[src/rtl/booth4_pkg.sv]
package booth4_pkg;
  // Multiple of the multiplicand chosen by one recoding group.
  typedef enum logic [2:0] {
    SEL_ZERO = 3'd0,
    SEL_POS1 = 3'd1,
    SEL_POS2 = 3'd2,
    SEL_NEG1 = 3'd3,
    SEL_NEG2 = 3'd4
  } booth_sel_e;
endpackage

[src/rtl/booth4_recoder.sv]
module booth4_recoder
  import booth4_pkg::*;
(
  input  logic [2:0] grp_i,   // {bit1, bit0, previously retired bit}
  output booth_sel_e sel_o
);
  always_comb begin
    unique case (grp_i)
      3'b001, 3'b010: sel_o = SEL_POS1;
      3'b011:         sel_o = SEL_POS2;
      3'b100:         sel_o = SEL_NEG2;
      3'b101, 3'b110: sel_o = SEL_NEG1;
      default:        sel_o = SEL_ZERO;   // 000, 111
    endcase
  end
endmodule

[src/rtl/booth4_multiple.sv]
module booth4_multiple
  import booth4_pkg::*;
#(
  parameter int WIDTH = 8,
  localparam int PW = WIDTH + 2
) (
  input  logic [WIDTH-1:0] mcand_i,
  input  booth_sel_e       sel_i,
  output logic [PW-1:0]    addend_o,
  output logic             cin_o
);
  logic [PW-1:0] one_x;
  logic [PW-1:0] two_x;

  always_comb begin
    one_x = {{2{mcand_i[WIDTH-1]}}, mcand_i};
    two_x = {one_x[PW-2:0], 1'b0};
    unique case (sel_i)
      SEL_POS1: begin addend_o = one_x;  cin_o = 1'b0; end
      SEL_POS2: begin addend_o = two_x;  cin_o = 1'b0; end
      SEL_NEG1: begin addend_o = ~one_x; cin_o = 1'b1; end
      SEL_NEG2: begin addend_o = ~two_x; cin_o = 1'b1; end
      default:  begin addend_o = '0;     cin_o = 1'b0; end
    endcase
  end
endmodule

[src/rtl/booth4_adder.sv]
module booth4_adder #(
  parameter int PW = 10
) (
  input  logic [PW-1:0] a_i,
  input  logic [PW-1:0] b_i,
  input  logic          cin_i,
  output logic [PW-1:0] sum_o
);
  always_comb begin
    sum_o = a_i + b_i + {{(PW-1){1'b0}}, cin_i};
  end
endmodule

[src/rtl/booth4_mul.sv]
module booth4_mul
  import booth4_pkg::*;
#(
  parameter int WIDTH = 8
) (
  input  logic               clk,
  input  logic               rst_n,
  input  logic               start_i,
  input  logic [WIDTH-1:0]   mcand_i,
  input  logic [WIDTH-1:0]   mplier_i,
  output logic               busy_o,
  output logic               done_o,
  output logic [2*WIDTH-1:0] product_o
);
  localparam int PW    = WIDTH + 2;
  localparam int STEPS = WIDTH / 2;
  localparam int CW    = $clog2(STEPS + 1);

  // State registers
  logic [PW-1:0]    acc_q,   acc_d;
  logic [WIDTH-1:0] mpl_q,   mpl_d;
  logic [WIDTH-1:0] mcd_q,   mcd_d;
  logic             prev_q,  prev_d;
  logic [CW-1:0]    cnt_q,   cnt_d;
  logic             busy_q,  busy_d;
  logic             done_q,  done_d;

  // Datapath
  booth_sel_e    sel;
  logic [PW-1:0] addend;
  logic          cin;
  logic [PW-1:0] sum;
  logic          accept;
  logic          step_en;
  logic          last_step;

  booth4_recoder u_rec (
    .grp_i ({mpl_q[1:0], prev_q}),
    .sel_o (sel)
  );

  booth4_multiple #(.WIDTH(WIDTH)) u_mult (
    .mcand_i  (mcd_q),
    .sel_i    (sel),
    .addend_o (addend),
    .cin_o    (cin)
  );

  booth4_adder #(.PW(PW)) u_add (
    .a_i   (acc_q),
    .b_i   (addend),
    .cin_i (cin),
    .sum_o (sum)
  );

  // Next-state logic
  always_comb begin
    accept    = start_i && !busy_q;
    step_en   = busy_q;
    last_step = busy_q && (cnt_q == CW'(1));

    acc_d  = acc_q;
    mpl_d  = mpl_q;
    mcd_d  = mcd_q;
    prev_d = prev_q;
    cnt_d  = cnt_q;
    busy_d = busy_q;
    done_d = 1'b0;

    if (accept) begin
      acc_d  = '0;
      mpl_d  = mplier_i;
      mcd_d  = mcand_i;
      prev_d = 1'b0;
      cnt_d  = CW'(STEPS);
      busy_d = 1'b1;
    end else if (step_en) begin
      // arithmetic right shift of the pair {sum, mpl} by two
      acc_d  = {{2{sum[PW-1]}}, sum[PW-1:2]};
      mpl_d  = {sum[1:0], mpl_q[WIDTH-1:2]};
      prev_d = mpl_q[1];
      cnt_d  = cnt_q - CW'(1);
      if (last_step) begin
        busy_d = 1'b0;
        done_d = 1'b1;
      end
    end
  end

  // Registers
  always_ff @(posedge clk or negedge rst_n) begin
    if (!rst_n) begin
      acc_q  <= '0;
      mpl_q  <= '0;
      mcd_q  <= '0;
      prev_q <= 1'b0;
      cnt_q  <= '0;
      busy_q <= 1'b0;
      done_q <= 1'b0;
    end else begin
      acc_q  <= acc_d;
      mpl_q  <= mpl_d;
      mcd_q  <= mcd_d;
      prev_q <= prev_d;
      cnt_q  <= cnt_d;
      busy_q <= busy_d;
      done_q <= done_d;
    end
  end

  assign busy_o    = busy_q;
  assign done_o    = done_q;
  assign product_o = {acc_q[WIDTH-1:0], mpl_q};


  start_accept_chk: assert property (@(posedge clk) disable iff (!rst_n)
    (start_i && !busy_o) |=> busy_o);


  done_pulse_chk: assert property (@(posedge clk) disable iff (!rst_n)
    done_o |=> !done_o);


  done_after_busy_chk: assert property (@(posedge clk) disable iff (!rst_n)
    done_o |-> (!busy_o && $past(busy_o)));


  mcand_hold_chk: assert property (@(posedge clk) disable iff (!rst_n)
    busy_o |=> $stable(mcd_q));


  product_hold_chk: assert property (@(posedge clk) disable iff (!rst_n)
    (!busy_o && !start_i) |=> $stable(product_o));


  step_count_chk: assert property (@(posedge clk) disable iff (!rst_n)
    (busy_o && cnt_q == CW'(1)) |=> (done_o && !busy_o));
endmodule

[config.mk]
export PLATFORM = sky130hd
export DESIGN_NAME = booth4_mul
export DESIGN_NICKNAME = d
export VERILOG_FILES = /design/src/rtl/booth4_pkg.sv /design/src/rtl/booth4_recoder.sv /design/src/rtl/booth4_multiple.sv /design/src/rtl/booth4_adder.sv /design/src/rtl/booth4_mul.sv
export SDC_FILE = /design/constraint.sdc
export NUM_CORES = 1
export LEC_CHECK = 0
export BUFFER_PORTS_ARGS = -buffer_cell sky130_fd_sc_hd__buf_2
export CAP_MARGIN = 0
export CORE_UTILIZATION = 54
export CTS_CLUSTER_DIAMETER = 40
export DETAILED_ROUTE_END_ITERATION = 6
export PLACE_DENSITY_LB_ADDON = 0.15
export SYNTH_ARGS = -nofsm -noshare
export SYNTH_HDL_FRONTEND = slang
export SYNTH_SLANG_ARGS = --single-unit
export TNS_END_PERCENT = 20
[constraint.sdc]
create_clock -name clk -period 3.4 [get_ports clk]
set_input_delay 0.68 -clock clk [delete_from_list [all_inputs] [get_ports clk]]
set_output_delay 0.68 -clock clk [all_outputs]
set_load 0.05 [all_outputs]
# Word level (Yosys, flattened, before mapping)
# Cells that the tools add are included.
# totals
ff_bits	32
inputBits	19
output_inout_bits	18
word_cells	47
# op_classes
add_sub_neg	3
eq_ne	11
muxes	17
bitwise_logic	2
reduce_logical	7
# ops
operator	n
$pmux W10 S4	1
$mux W10	2
$not A10 Y10	2
$mux W8	2
$eq A3 B2 Y1 const B	4
$eq A3 B3 Y1 const B	4
$pmux W3 S4	1
$add A10 B1 Y10	1
$add A10 B10 Y10	1
$eq A3 B1 Y1 const B	3
$mux W1	9
$mux W3	2
$reduce_or A2 Y1	3
$sub A3 B1 Y3 const B	1
$logic_and A1 B1 Y1	2
$reduce_bool A2 Y1	1
$logic_not A1 Y1	1

# Logic depth before layout (Yosys ltp)
# Gate-level depths: netlist of run 1.
# logic_depth
word_depth	9
ltp_mapped	13
depth_no_buf	12

# Modules after synthesis
# A second synthesis of run 1 with hierarchy kept.
# hier_totals
hier_cells	186
area_unflattened_um2	1919.3
# by_module_without_submodules
module	n_inst	cells_each	area_per_inst_um2	seq_area_each_um2
booth4_mul	1	91	1203.7	750.7
booth4_adder	1	54	401.6	0.0
booth4_multiple	1	37	280.3	0.0
booth4_recoder	1	4	33.8	0.0

# Worst setup path before layout of run 1
# Ideal clock, no wire load.
# synth_path
kind	flip-flop to flip-flop
start	reg mpl_q[1]
end	reg acc_q[4]
setup_time_ns	0.122
arrival_ns	2.930
required_ns	3.278
setup_slack_ns	0.348
stages_incl_launch_ff	14
n_path_buf	2
period_less_slack_ns	3.052
cell_sequence	dfrtp_1 buf_2 buf_2 a21oi_1 o22ai_1 a31oi_1 fa_1 inv_1 fa_1 nand2b_2 a21oi_1 o21a_1 or3_1 a32o_1
# synth_via
elab_chain_cells	9
elab_cells_between_ends	20
classes_between	add/sub: 2; eq/ne: 10; mux: 5; reduce/logical: 3
# synth_rtl
item	line_no	rtl
start: declaration	booth4_mul.sv:21	logic [WIDTH-1:0] mpl_q, mpl_d;
start signal: assignment	booth4_mul.sv:102	mpl_q <= mpl_d;
$eq A3 B3 Y1 (tied with other cells)	booth4_recoder.sv:8	unique case (grp_i)
$reduce_or A2 Y1	booth4_recoder.sv:8	
$pmux W3 S4 (*)	booth4_recoder.sv:8	
$eq A3 B3 Y1 (tied with other cells)	booth4_multiple.sv:18	unique case (sel_i)
$pmux W10 S4 / $reduce_or A2 Y1 (equally long branches)	n/a	
$add A10 B10 Y10 / $mux W1 (equally long branches)	booth4_adder.sv:10, booth4_multiple.sv:18	
$add A10 B1 Y10 (*)	booth4_adder.sv:10	sum_o = a_i + b_i + {{(PW-1){1'b0}}, cin_i};
$mux W10 (*)	booth4_mul.sv:77	end else if (step_en) begin
$mux W10 (*)	booth4_mul.sv:70	if (accept) begin
end signal: assignment	booth4_mul.sv:93	acc_q <= '0;
end signal: assignment	booth4_mul.sv:101	acc_q <= acc_d;
end: declaration	booth4_mul.sv:20	logic [PW-1:0] acc_q, acc_d;
# Mark *: on every way between the ends. The rest lies on a longest branch, timed or not. The select of a mux whose other input is x is not followed.
# A chain may end at the register's enable or synchronous reset.

# Worst setup path in the final report of run 1
# layout_path
start	reg mpl_q[1]
end	reg acc_q[8]
# The elaborated chain is that of the path after synthesis.

==> summary.md, run 1 <==
| Metric | Value |
|---|---|
| DRC | `0` |
| Synth cell count leaders | `30 x dfrtp_1, 25 x o21ai_0, 21 x nand2_1, 12 x nor2_1, 11 x xor2_1` |
| Via count | `1516` |
| Vias/cell | `5.615` |
| Number of setup violations in the final report | `0` |
| Slew Viols, Final | `0` |
| DR WL/cell | `14.33 microns` |
| Post-synthesis sequential area ratio | `41.32%` |
| Slowest CP cell | `dfrtp_1` |
| Synth Instances | `189` |
| Synth cell types | `37` |
| Most common cell in the synthesized netlist | `dfrtp_1` |
| Gpl congestion | `0.9407` |
| Initial core utilization | `58.08%` |
| Number of setup buffers added after CTS | `0` |
| Post-synth EDFFs | `0` |
| CTS sink count | `30` |
| GRT Util Overall | `23.96%` |
| Status | `finished, final reports clean` |
| Post-Syn Nets | `220` |
| DP Wirelength | `2861 microns` |
| Mux share of post-synthesis cell area | `8.815%` |
| Critical-path cell list | `nor2_1 -> a221oi_1 -> inv_1 -> ha_1 -> a211oi_1 -> o21bai_1 -> a21oi_1 -> o311ai_0 -> o21ai_0` |
| Setup TNS Final | `0 ps` |
| R2r worst-path depth | `9` |
| Synth Area in Simple Gates | `12.19%` |
| CP Max Fanout | `18` |
| I/O pins | `37` |
| DIE AREA | `3600 sq um` |
| Syn Area/Cell | `9.612 sq um` |
| Crit path DAT | `3240 ps` |
| Crit start category | `register` |
| H-tree levels | `2` |
| Area grow syn2layout | `14.53%` |
| Detailed Route Iter0 Violations | `61` |
| Highest clock rate | `334.4 MHz` |
| Nets@finish | `256` |
| Synth top area cells | `dfrtp_1 41%, ha_1 6.9%, o21ai_0 6.9%` |
| Asr flop ratio synth | `100.0%` |
| Vias in the first global route | `1364` |
| Clock Tree Buf Depth | `2` |
| Drt total wl | `3869 microns` |
| Worst Setup Path Type | `register to register` |
| Largest family of logic cells by synthesized area | `compound AO/OA/AOI/OAI gates` |
| Num CTS Buffers | `5` |
| Antenna viol nets, final | `0` |
| Core ar. | `3128 sq um` |
| Synth Area in XOR/XNOR | `5.785%` |
| # diodes | `0` |
| Max cap viols | `0` |
| TritonCTS clock tree | `built` |
| Yosys top cell by area | `dfrtp_1` |
| Slew headroom | `38.75%` |
| Die height | `60 microns` |
| Area fraction of the dominant cell type after synthesis | `41.32%` |
| Clock Latency Late Sink | `330 ps` |
| RSZ-0062 raised after global routing | `false` |
| Final period util | `87.95%` |
| Top_reg_cell synth | `dfrtp_1` |
| First-pass GRT wire length | `6223 microns` |
| # hold bufs at CTS | `0` |
| CP Capture Type | `register` |
| Yosys reg bits | `30` |
| Fin. Hold Viols | `0` |
| CTS clk-pin slew, worst paths | `90 ps` |
| Worst slew pin tran | `918.8 ps` |
| Root Buffer | `clkbuf_4` |
| Crit path time final | `2990 ps` |
| Post-synthesis compound-gate area fraction | `19.42%` |
| Min-delay worst type | `input pin to asynchronous set/reset pin` |
| Fraction of layout cells with a size suffix above 1 | `23.01%` |
| Slowest stage delay, CP | `750 ps` |
| Die width | `60 microns` |
| Row Count | `20` |
| Remaining global-route overflow | `0` |
| Clock Skews | `8.091 ps` |
| PostCTS Resize Cnt | `0` |
| Antenna violations before repair | `0` |
| PortBufs | `36` |
| Yosys warns | `0` |
| Largest net degree at the start of global routing | `34` |
| Initial DRT Pass Iterations | `4` |
| Post-Synth Adder-Cell Area | `9.091%` |
| Mapped cell area | `1817 sq um` |
| WP data required | `3650 ps` |
[through the flow]
step / hold slack (ps) / utilization, % / instances / cell area, sq um / setup WS, ps
6_report: 376.8 / 66.52 / 270 / 2081 / 409.8
5_1_grt: 414.7 / 66.52 / 270 / 2081 / 76.99
4_1_cts: 390.8 / 66.52 / 270 / 2081 / 417.1
3_5_place_dp: 487.1 / 64.60 / 262 / 2021 / 443.8
2_1_floorplan: 384.4 / - / 189 / 1817 / 348.0
3_3_place_gp: 468.6 / 64.60 / 262 / 2021 / 577.4
[path summary, 6_finish.rpt]
check / startpoint / slack, ps / endpoint
min reg2reg: cnt_q[2]$_DFFE_PN0P_ / 500 / done_o$_DFF_PN0_
max: mpl_q[1]$_DFFE_PN0P_ / 410 / acc_q[8]$_DFFE_PN0P_
min in group clk: cnt_q[2]$_DFFE_PN0P_ / 500 / done_o$_DFF_PN0_
max reg2reg: mpl_q[1]$_DFFE_PN0P_ / 410 / acc_q[8]$_DFFE_PN0P_
min: rst_n / 380 / mpl_q[0]$_DFFE_PN0P_
max in group asynchronous: rst_n / 2590 / mcd_q[5]$_DFFE_PN0P_
[per-layer routing]
| metal | track usage [%] | part of all wire (%) | up-vias | wire length [microns] |
|---|---|---|---|---|
| li1 | - | - | 743 | - |
| met1 | 31.54 | 45 | 721 | 1748 |
| met2 | 39.05 | 49 | 46 | 1879 |
| met3 | 7.143 | 5.4 | 6 | 207 |
| met4 | 4.983 | 0.88 | 0 | 34 |
| met5 | 0 | 0 | - | 0 |
[critical path: cells and delay by family (launching register included)]
kind                     cells  cell delay [ps]
AO/OA/AOI/OAI                6             1490
adder cells (fa/ha/maj)      1              310
buffers and inverters        1               90
flip-flops                   1              750
AND/OR/NAND/NOR              1              270
[cell usage in the layout, fill, tap and decap left out, types with 2 or more instances in the layout]
cell	count
a21oi_1	7
nand2b_1	4
ha_1	10
inv_1	8
or3_1	2
dfrtp_1	30
nor2b_1	4
nor2_1	12
clkbuf_4	5
a32o_1	2
o211ai_1	2
a211oi_1	2
mux2i_1	7
fa_1	2
a22oi_1	6
o22ai_1	2
nand2_1	21
nand3b_1	2
xor2_1	11
buf_2	36
mux2_2	8
o21ai_0	25
[cell type report]
class                   count  area, sq um
clock buffers               7        55.05
clock inverters             1        5.005
fillers                   245         1047
inverters                   8        30.03
multi-input cells         144         1005
flip-flops and latches     30        750.7
well taps                  44        55.05
repair buffers             36        180.2
[sequential cells by signal, summed over array words and instances (netlist names)]
register  cells
acc_q         8
busy_o        1
cnt_q         3
done_o        1
mcd_q         8
mpl_q         8
prev_q        1
[cell families after synthesis]
family | Yosys count
compound gates | 57
simple gates | 48
flops | 30
buf+inv | 15
mux | 15
xor+xnor | 12
fa+ha+maj | 12
Power of run 1 is left out: the tool's default activity adds up to more than one toggle a clock period on the data nets, which glitch-free logic cannot reach.
==> run 2, diff against run 1 <==
--- a/config.mk
+++ b/config.mk
@@ -10,7 +10,7 @@
 export CORE_UTILIZATION = 54
 export CTS_CLUSTER_DIAMETER = 40
 export DETAILED_ROUTE_END_ITERATION = 6
-export PLACE_DENSITY_LB_ADDON = 0.15
+export PLACE_DENSITY = 0.79
 export SYNTH_ARGS = -nofsm -noshare
 export SYNTH_HDL_FRONTEND = slang
 export SYNTH_SLANG_ARGS = --single-unit
==> run 2 against run 1 <==
Effect of this change: setup slack better by 4.6 ps; non-clock buffer count is 1 higher; global-route usage is 0.60 points lower; critical path depth is 2 higher; count of clock-buffer cells in the layout stayed put; core utilization is 0.24 points higher; routed wire length is 2.4% lower; final cell count is 0.37% higher; critical path type unchanged; highest routed layer unchanged.
==> summary.md, run 2 (synthesis gave the netlist of run 1 again) <==
| Metric | Value |
|---|---|
| R2R Path End | `acc_q[4]$_DFFE_PN0P_` |
| CP Capture Type | `register` |
| Clock Latency Late Sink | `340 ps` |
| Worst Setup Path Type | `register to register` |
| Root Buffer | `clkbuf_4` |
| Clock Tree Buf Depth | `2` |
| Crit path time final | `2986 ps` |
| WP data required | `3640 ps` |
| Core ar. | `3128 sq um` |
| Drt total wl | `3775 microns` |
| # diodes | `0` |
| Slew headroom | `54.43%` |
| Crit start category | `register` |
| Num CTS Buffers | `5` |
| Fin. Hold Viols | `0` |
| Critical path destination | `acc_q[4]$_DFFE_PN0P_` |
| Slew Viols, Final | `0` |
| Setup TNS Final | `0 ps` |
| R2r worst-path depth | `11` |
| Worst slew pin tran | `682.1 ps` |
| Antenna viol nets, final | `0` |
| H-tree levels | `2` |
| I/O pins | `37` |
| Min-delay worst type | `input pin to asynchronous set/reset pin` |
| DP Wirelength | `2766 microns` |
| Reg area | `750.7 sq um` |
| Antenna violations before repair | `0` |
| PostCTS Resize Cnt | `0` |
| Initial core utilization | `58.08%` |
| Commonest cells after routing, fill and taps aside | `36 x buf_2, 30 x dfrtp_1, 25 x o21ai_0` |
| DR WL/cell | `13.93 microns` |
| Fill count | `259` |
| Die height | `60 microns` |
| Regs by FF count | `acc_q x8, mcd_q x8, mpl_q x8` |
| Initial DRT Pass Iterations | `4` |
| Commonest non-fill, non-tap cell in the layout | `buf_2` |
| Row Count | `20` |
| Worst hold slack | `363.6 ps` |
| Fraction of layout cells with a size suffix above 1 | `23.35%` |
| Largest net degree at the start of global routing | `31` |
| CTS sink count | `30` |
| Detailed Route Iter0 Violations | `66` |
| Vias in the first global route | `1348` |
| Remaining global-route overflow | `0` |
| Final period util | `87.81%` |
| DIE AREA | `3600 sq um` |
| Number of setup violations in the final report | `0` |
| R2R Setup Slk | `410 ps` |
| GRT Util Overall | `23.35%` |
| Gpl congestion | `0.8457` |
| Setup crit start | `mpl_q[1]$_DFFE_PN0P_` |
| Via count | `1506` |
| TritonCTS clock tree | `built` |
| Number of setup buffers added after CTS | `0` |
| Clock Skews | `11.96 ps` |
| PortBufs | `36` |
| First-pass GRT wire length | `6030 microns` |
| Crit path DAT | `3220 ps` |
| # hold bufs at CTS | `0` |
| Area of the multi-input gates | `1005 sq um` |
| DRC | `0` |
| Area grow syn2layout | `14.94%` |
| RSZ-0062 raised after global routing | `false` |
| Max cap viols | `0` |
| R2r startpoint | `mpl_q[1]$_DFFE_PN0P_` |
| CP Max Fanout | `18` |
| Highest clock rate | `334.9 MHz` |
| Vias/cell | `5.557` |
| Status | `finished, final reports clean` |
| CTS clk-pin slew, worst paths | `100 ps` |
| Die width | `60 microns` |
| Nets@finish | `257` |
-- run 2: how the worst min path moves through the flow --
stage	end	cells after the start
2_1_floorplan	acc_q[0]$_DFFE_PN0P_	0
3_3_place_gp	done_o$_DFF_PN0_	1
3_5_place_dp	done_o$_DFF_PN0_	1
4_1_cts	acc_q[8]$_DFFE_PN0P_	1
5_1_grt	done_o$_DFF_PN0_	1
6_report	done_o$_DFF_PN0_	1
-- run 2: layout make-up --
class	count	share of cell area, %
multi-input combinational	144	48.11
sequential	30	35.95
timing repair buffer	37	8.987
clock buffer	7	2.636
tap	44	2.636
inverter	8	1.438
clock inverter	1	0.2397
-- run 2: routing by layer --
metal	track usage (%)	part of all wire, %	vias up
met1	29.79	48	723
met3	6.494	3.8	6
li1	-	-	746
met2	37.62	47	31
met5	0	0	-
met4	8.970	1.3	0
-- run 2: worst max-delay path: stages, from the launching register on --
cell and delay, ps:
dfrtp_1 750, a21oi_1 140, o22ai_1 190, a31oi_1 80
fa_1 440, inv_1 80, fa_1 190, nand2b_2 150
a21oi_1 110, o21a_1 200, or3_1 310, a32o_1 260
-- run 2: per-stage QoR --
| stage | worst slack [ps] | cells | area [sq um] | utilization [%] |
|---|---|---|---|---|
| after floorplan | 348.0 | 189 | 1817 | - |
| after global placement | 556.6 | 263 | 2028 | 64.84 |
| after detailed placement | 439.9 | 263 | 2028 | 64.84 |
| after CTS | 416.9 | 271 | 2088 | 66.76 |
| after global routing | 151.1 | 271 | 2088 | 66.76 |
| final | 414.4 | 271 | 2088 | 66.76 |
Power of run 2 is left out for the same reason.
